--- config.mk ---
export PLATFORM = sky130hd
export DESIGN_NAME = slip_validator
export DESIGN_NICKNAME = d
export VERILOG_FILES = /design/src/rtl/slipval_pkg.sv /design/src/rtl/sync_chain.sv /design/src/rtl/group_checker.sv /design/src/rtl/baseline_tracker.sv /design/src/rtl/slip_validator.sv
export SDC_FILE = /design/constraint.sdc
export NUM_CORES = 1
export LEC_CHECK = 0
export ABC_AREA = 1
export BUFFER_PORTS_ARGS = -buffer_cell sky130_fd_sc_hd__clkbuf_2
export CAP_MARGIN = 15
export CORE_MARGIN = 2
export CORE_UTILIZATION = 60
export DETAILED_ROUTE_END_ITERATION = 6
export PLACE_DENSITY = 0.78
export SLEW_MARGIN = 20
export SYNTH_ARGS = -nofsm -noshare
export SYNTH_HDL_FRONTEND = slang
export SYNTH_HIERARCHICAL = 1
export SYNTH_SLANG_ARGS = --single-unit
--- constraint.sdc ---
create_clock -name clk -period 7.7 [get_ports clk]
set_input_delay 0.77 -clock clk [delete_from_list [all_inputs] [get_ports clk]]
set_output_delay 0.77 -clock clk [all_outputs]
set_load 0.02 [all_outputs]
--- src/rtl/slipval_pkg.sv ---
package slipval_pkg;

  // Next reference in the rotation, wrapping at n.
  function automatic int unsigned next_lane(input int unsigned cur, input int unsigned n);
    return (cur + 1 >= n) ? 0 : cur + 1;
  endfunction

  // Saturating increment on an integer with a given maximum.
  function automatic int unsigned sat_step(input int unsigned cur, input int unsigned max_v);
    return (cur >= max_v) ? max_v : cur + 1;
  endfunction

endpackage

--- src/rtl/sync_chain.sv ---
module sync_chain #(
  parameter int W      = 8,
  parameter int STAGES = 3
) (
  input  logic         clk,
  input  logic         rst_n,
  input  logic [W-1:0] d,
  output logic [W-1:0] q
);

  logic [W-1:0] stage_q [STAGES];

  generate
    for (genvar s = 0; s < STAGES; s++) begin : g_stage
      if (s == 0) begin : g_first
        always_ff @(posedge clk) begin
          if (!rst_n) stage_q[s] <= '0;
          else        stage_q[s] <= d;
        end
      end else begin : g_next
        always_ff @(posedge clk) begin
          if (!rst_n) stage_q[s] <= '0;
          else        stage_q[s] <= stage_q[s-1];
        end
      end
    end
  endgenerate

  assign q = stage_q[STAGES-1];

endmodule

--- src/rtl/group_checker.sv ---
module group_checker #(
  parameter int W   = 8,
  parameter int LEN = 5
) (
  input  logic         clk,
  input  logic         rst_n,
  input  logic         stb,
  input  logic [W-1:0] din,
  output logic         close_o,
  output logic         agree_o,
  output logic [W-1:0] head_o
);

  localparam int CW = (LEN > 1) ? $clog2(LEN) : 1;
  localparam logic [CW-1:0] LAST = CW'(LEN - 1);

  logic [CW-1:0] cnt_q;
  logic [W-1:0]  first_q;
  logic          mis_q;
  logic          at_start;
  logic          at_last;

  assign at_start = (cnt_q == '0);
  assign at_last  = (cnt_q == LAST);
  assign head_o   = at_start ? din : first_q;
  assign close_o  = stb && at_last;
  assign agree_o  = (at_start || !mis_q) && (din == head_o);

  always_ff @(posedge clk) begin
    if (!rst_n) begin
      cnt_q   <= '0;
      first_q <= '0;
      mis_q   <= 1'b0;
    end else if (stb) begin
      cnt_q <= at_last ? '0 : cnt_q + 1'b1;
      if (at_start) begin
        first_q <= din;
        mis_q   <= 1'b0;
      end else begin
        mis_q <= mis_q | (din != first_q);
      end
    end
  end


  cnt_bound_chk: assert property (@(posedge clk) disable iff (!rst_n)
    !stb |=> $stable(cnt_q));

endmodule

--- src/rtl/baseline_tracker.sv ---
module baseline_tracker #(
  parameter int W  = 8,
  parameter int N  = 5,
  parameter int LW = 3
) (
  input  logic          clk,
  input  logic          rst_n,
  input  logic          accept,
  input  logic [LW-1:0] lane,
  input  logic [W-1:0]  val,
  output logic          valid_o,
  output logic [W-1:0]  value_o,
  output logic [LW-1:0] lane_o,
  output logic          slip_o
);

  logic [W-1:0] base_q [N];
  logic [N-1:0] have_q;
  logic         moved;

  assign moved = have_q[lane] && (base_q[lane] != val);

  always_ff @(posedge clk) begin
    if (!rst_n) begin
      valid_o <= 1'b0;
      slip_o  <= 1'b0;
      value_o <= '0;
      lane_o  <= '0;
      have_q  <= '0;
      for (int i = 0; i < N; i++) base_q[i] <= '0;
    end else begin
      valid_o <= accept;
      slip_o  <= accept && moved;
      if (accept) begin
        value_o      <= val;
        lane_o       <= lane;
        base_q[lane] <= val;
        have_q[lane] <= 1'b1;
      end
    end
  end


  first_no_slip_chk: assert property (@(posedge clk) disable iff (!rst_n)
    (accept && !have_q[lane]) |=> !slip_o);


  slip_with_valid_chk: assert property (@(posedge clk) disable iff (!rst_n)
    slip_o |-> valid_o);

endmodule

--- src/rtl/slip_validator.sv ---
module slip_validator
  import slipval_pkg::*;
#(
  parameter int NUM_REFS    = 5,
  parameter int CNT_W       = 8,
  parameter int SYNC_STAGES = 3,
  parameter int GROUP_LEN   = 5,
  parameter int DISC_W      = 4,
  parameter int LANE_W      = (NUM_REFS > 1) ? $clog2(NUM_REFS) : 1
) (
  input  logic                      clk,
  input  logic                      rst_n,
  input  logic                      sample_stb,
  input  logic [NUM_REFS*CNT_W-1:0] ref_counts,
  output logic [CNT_W-1:0]          res_value,
  output logic [LANE_W-1:0]         res_lane,
  output logic                      res_valid,
  output logic                      res_slip,
  output logic [DISC_W-1:0]         discard_count
);

  localparam int unsigned DISC_MAX = (1 << DISC_W) - 1;

  logic [CNT_W-1:0]  synced [NUM_REFS];
  logic [LANE_W-1:0] ptr_q;
  logic [CNT_W-1:0]  cur_val;
  logic              grp_close;
  logic              grp_agree;
  logic [CNT_W-1:0]  grp_head;
  logic              accept_evt;
  logic              reject_evt;

  generate
    for (genvar l = 0; l < NUM_REFS; l++) begin : g_lane
      sync_chain #(.W(CNT_W), .STAGES(SYNC_STAGES)) u_sync (
        .clk   (clk),
        .rst_n (rst_n),
        .d     (ref_counts[l*CNT_W +: CNT_W]),
        .q     (synced[l])
      );
    end
  endgenerate

  assign cur_val = synced[ptr_q];

  group_checker #(.W(CNT_W), .LEN(GROUP_LEN)) u_group (
    .clk     (clk),
    .rst_n   (rst_n),
    .stb     (sample_stb),
    .din     (cur_val),
    .close_o (grp_close),
    .agree_o (grp_agree),
    .head_o  (grp_head)
  );

  assign accept_evt = grp_close && grp_agree;
  assign reject_evt = grp_close && !grp_agree;

  always_ff @(posedge clk) begin
    if (!rst_n) begin
      ptr_q         <= '0;
      discard_count <= '0;
    end else begin
      if (accept_evt)
        ptr_q <= LANE_W'(next_lane(int'(ptr_q), NUM_REFS));
      if (reject_evt)
        discard_count <= DISC_W'(sat_step(int'(discard_count), DISC_MAX));
    end
  end

  baseline_tracker #(.W(CNT_W), .N(NUM_REFS), .LW(LANE_W)) u_base (
    .clk     (clk),
    .rst_n   (rst_n),
    .accept  (accept_evt),
    .lane    (ptr_q),
    .val     (grp_head),
    .valid_o (res_valid),
    .value_o (res_value),
    .lane_o  (res_lane),
    .slip_o  (res_slip)
  );


  valid_pulse_chk: assert property (@(posedge clk) disable iff (!rst_n)
    res_valid |=> !res_valid);


  valid_after_stb_chk: assert property (@(posedge clk) disable iff (!rst_n)
    res_valid |-> $past(sample_stb));


  accept_no_discard_chk: assert property (@(posedge clk) disable iff (!rst_n)
    res_valid |-> $stable(discard_count));


  rotation_chk: assert property (@(posedge clk) disable iff (!rst_n)
    (ptr_q != $past(ptr_q)) |-> (ptr_q == LANE_W'(next_lane(int'($past(ptr_q)), NUM_REFS))));


  discard_sat_chk: assert property (@(posedge clk) disable iff (!rst_n)
    ($past(discard_count) == DISC_W'(DISC_MAX)) |-> (discard_count == DISC_W'(DISC_MAX)));

endmodule

==> summary.md <==
| Metric | Value |
|---|---|
| Ranking of synthesized cells by area | `dfxtp_1, edfxtp_1, nand2_1` |
| Startpoint Class | `flip-flop` |
| Number of synthesized flops with an enable pin | `64` |
| Rel. slew slack | `0.433` |
| Most common cell in the netlist | `nand2_1` |
| Clock Latency Late Sink | `about 500 ps` |
| Flop pwr share | `0.530` |
| Mean post-synth cell area | `8.35 um2` |
| Fin crit share | `0.533` |
| Final core occ | `0.688` |
| Ys flop type | `dfxtp_1` |
| Post-Place Cells | `around 1200` |
| CTS tree | `yes` |
| Crit-path max FO | `25` |
| Cts repair resizes | `0` |
| Layout cell share with drive strength beyond 1 | `0.125` |
| Post-synthesis register bit count | `~220` |
| GPL Wtd Cong | `just over 0.9` |
| Synth top area share | `0.363` |
| DRT antenna net count | `0` |
| Die H | `roughly 120 um` |
| Top-Level Pins | `60` |
| Register Area | `0.00507 mm2` |
| First-pass GRT wire length | `26200 um` |
| Worst-Margin Slew | `847 ps` |
| Final instance area | `slightly below 0.01 mm2` |
| Final hold violations | `0` |
| Final WL | `~16000 um` |
| Layout filler cell count | `around 1100` |
| GRT Residual Overflow | `0` |
| Peak VDD IR | `189 uV` |
| Area delta synth->final | `11.2%` |
| Unrepaired setup endpoints after global routing | `false` |
| Clock Tree Root | `clkbuf_16` |
| Sw Pwr | `about 500 uW` |
| Die area | `0.0154 mm2` |
| Worst endpoint data arrival time | `between 4000 and 5000 ps` |
| Final max-slew violation count | `0` |
| Buffers on Ports | `59` |
| Syn. warnings | `6` |
| GRT Total Usage | `0.221` |
| Yosys cell types | `33` |
| Max_cap viols | `0` |
| Yosys top cell by area | `dfxtp_1` |
| Placement Cell Area | `roughly 0.0089 mm2` |
| Final antenna diode count | `0` |
| Final setup viols | `0` |
| Syn nets | `between 1000 and 1500` |
| Pint | `roughly 1.8 mW` |
| Min cycle time layout | `4100 ps` |
| WL/cell | `12.7 um` |
| Worst path most repeated cell | `nand2_1` |
| Pin count of the biggest net entering global routing | `94` |
| Rows | `between 40 and 50` |
| CP delay by family, top | `simple AND/OR/NAND/NOR gates` |
| Clock Pin Slew Worst Setup and Hold Paths | `60 ps` |
| CTS sink cnt | `roughly 220` |
| Fmax | `roughly 0.24 GHz` |
| Fin nets | `1140` |
| Max stage delay on crit path | `760 ps` |
| Total CTS buffers | `21` |
| Overall die width | `around 120 um` |
| Combinational power share | `0.051` |
| Post-CTS Hold Buffers | `0` |
| Ys async rst share | `0` |
| DR vias | `6103` |
| Hold/Removal Path Class | `flip-flop to flip-flop` |
| CP max-delay cell | `dfxtp_1` |
| Req. time, crit path | `just under 8000 ps` |
| Clock group share of total power | `0.419` |
| CTS H-tree depth | `1` |
| Synthesized cell area | `~0.0087 mm2` |
| Initial antenna violation count | `0` |
| Outcome | `finished clean` |
| Via density | `between 4 and 5` |
| Initial Util | `0.619` |
| Multi-input gate area | `0.00246 mm2` |
| Setup bufs post-CTS | `0` |
| Clock Path Buffers | `3` |
| Leak | `around 5.0 nW` |
| HPWL after DPL | `11000 um` |
| TNS Setup | `0 ps` |
| Core ar. | `roughly 0.014 mm2` |
| Synthesized netlist cell count | `1037` |
| DR pass1 iterations | `5` |
| Vias in the first global route | `roughly 5500` |
| Cells along the critical path | `inv_2 > nand3_1 > o21ai_0 > inv_1 > nand2_1 > nand2_1 > nand3_1 > nor2_1 > nand2_1 > nand2_2 > nand2_1 > inv_1 > nand2_1 > nor2_1 > nand2_1 > nand2_1` |
| Sequential area share after synthesis | `0.585` |
| Critical path class | `flip-flop to flip-flop` |
| Critical Path End Type | `flip-flop` |
| Drt drc | `0` |
| Post-route insts no fill | `between 1000 and 1500` |
| WP buf/inv | `3` |
| First DRT Iteration DRCs | `533` |
| Switching part of the total power | `0.216` |
| Clk_skew | `18.0 ps` |
| Power density cells | `roughly 240 mW/mm2` |
| Most common library cells after synthesis | `nand2_1, inv_1, dfxtp_1, nor2_1, edfxtp_1` |
stage by stage:
stage / hold WS (ps) / power, mW / setup slack [ps]
final: 410 / 2.35 / 3600
after detailed placement: 393 / 1.39 / 3640
after CTS: 409 / 2.37 / 3630
after floorplan: 386 / 1.36 / 4810
after global placement: 394 / 1.39 / 3830
after global routing: 430 / 2.44 / 3180
worst reg2reg max path, delay by kind of cell (launching register included):
family          cells  cell delay, ps
buf+inv             3             850
compound gates      1             160
flops               1             760
simple gates       12            2020
state kept, by name, summed over array words and instances, names as in the netlist:
name                   flops
u_group/cnt_q              3
u_base/slip_o              1
u_group/mis_q              1
u_base/have_q              5
u_base/lane_o              3
discard_count              4
u_base/valid_o             1
u_base/base_q             64
u_base/value_o             8
g_lane.u_sync/stage_q    120
u_group/first_q            8
ptr_q                      3
final timing paths:
| check | slack (ps) | cells past startpoint | from | endpoint |
|---|---|---|---|---|
| setup / recovery | 3600 | 16 | ptr_q[1] | u_base/base_q[0][3] |
| hold / removal | 410 | 2 | g_lane[1].u_sync/stage_q[0][4] | g_lane[1].u_sync/stage_q[1][4] |
| setup reg to reg | 3600 | 16 | ptr_q[1] | u_base/base_q[0][3] |
| hold reg to reg | 410 | 2 | g_lane[1].u_sync/stage_q[0][4] | g_lane[1].u_sync/stage_q[1][4] |
metal layers:
metal	up-vias	part of all wire	global-route usage
li1	3211	-	-
met1	2643	0.46	0.322
met2	222	0.44	0.341
met3	27	0.089	0.0394
met4	0	0.018	0.0632
met5	-	0	0
placed cells by master (no fill, tap or decap), types with 5 or more instances in the layout:
| cell type | n |
|---|---|
| nand2_1 | 296 |
| inv_1 | 232 |
| dfxtp_1 | 156 |
| nor2_1 | 74 |
| edfxtp_1 | 64 |
| nand3_1 | 62 |
| clkbuf_2 | 59 |
| o21ai_0 | 32 |
| a21oi_1 | 23 |
| clkbuf_16 | 22 |
| o21ai_2 | 12 |
| nand2_2 | 9 |
| o21ai_1 | 8 |
| inv_2 | 5 |
| or2_2 | 5 |
| ha_1 | 5 |
| clkbuf_8 | 5 |
cell type report:
class / instances / share of cell area
flip-flops and latches: 221 / 0.526
multi-input cells: 549 / 0.255
inverters: 238 / 0.0930
clock buffers: 31 / 0.0660
repair buffers: 61 / 0.0325
well taps: 180 / 0.0234
clock inverters: 6 / 0.00377
power by group through the flow:
stage | sequential [mW] | combinational (mW) | clock (mW)
final | 1.25 | 0.120 | 0.987
after global routing | 1.25 | 0.138 | 1.05
after CTS | 1.25 | 0.120 | 1.00
after detailed placement | 1.27 | 0.118 | 0
after global placement | 1.27 | 0.117 | 0
after floorplan | 1.27 | 0.0897 | 0
cell families (layout without fill, tap and decap cells):
family / after synthesis / after routing / synth area share
buf+inv: 267 / 336 / 0.133
fa+ha+maj: 5 / 5 / 0.00722
xor+xnor: 3 / 3 / 0.00303
flops: 221 / 221 / 0.585
compound gates: 82 / 82 / 0.0558
simple gates: 459 / 459 / 0.216
Power figures use the tool's default switching activity.
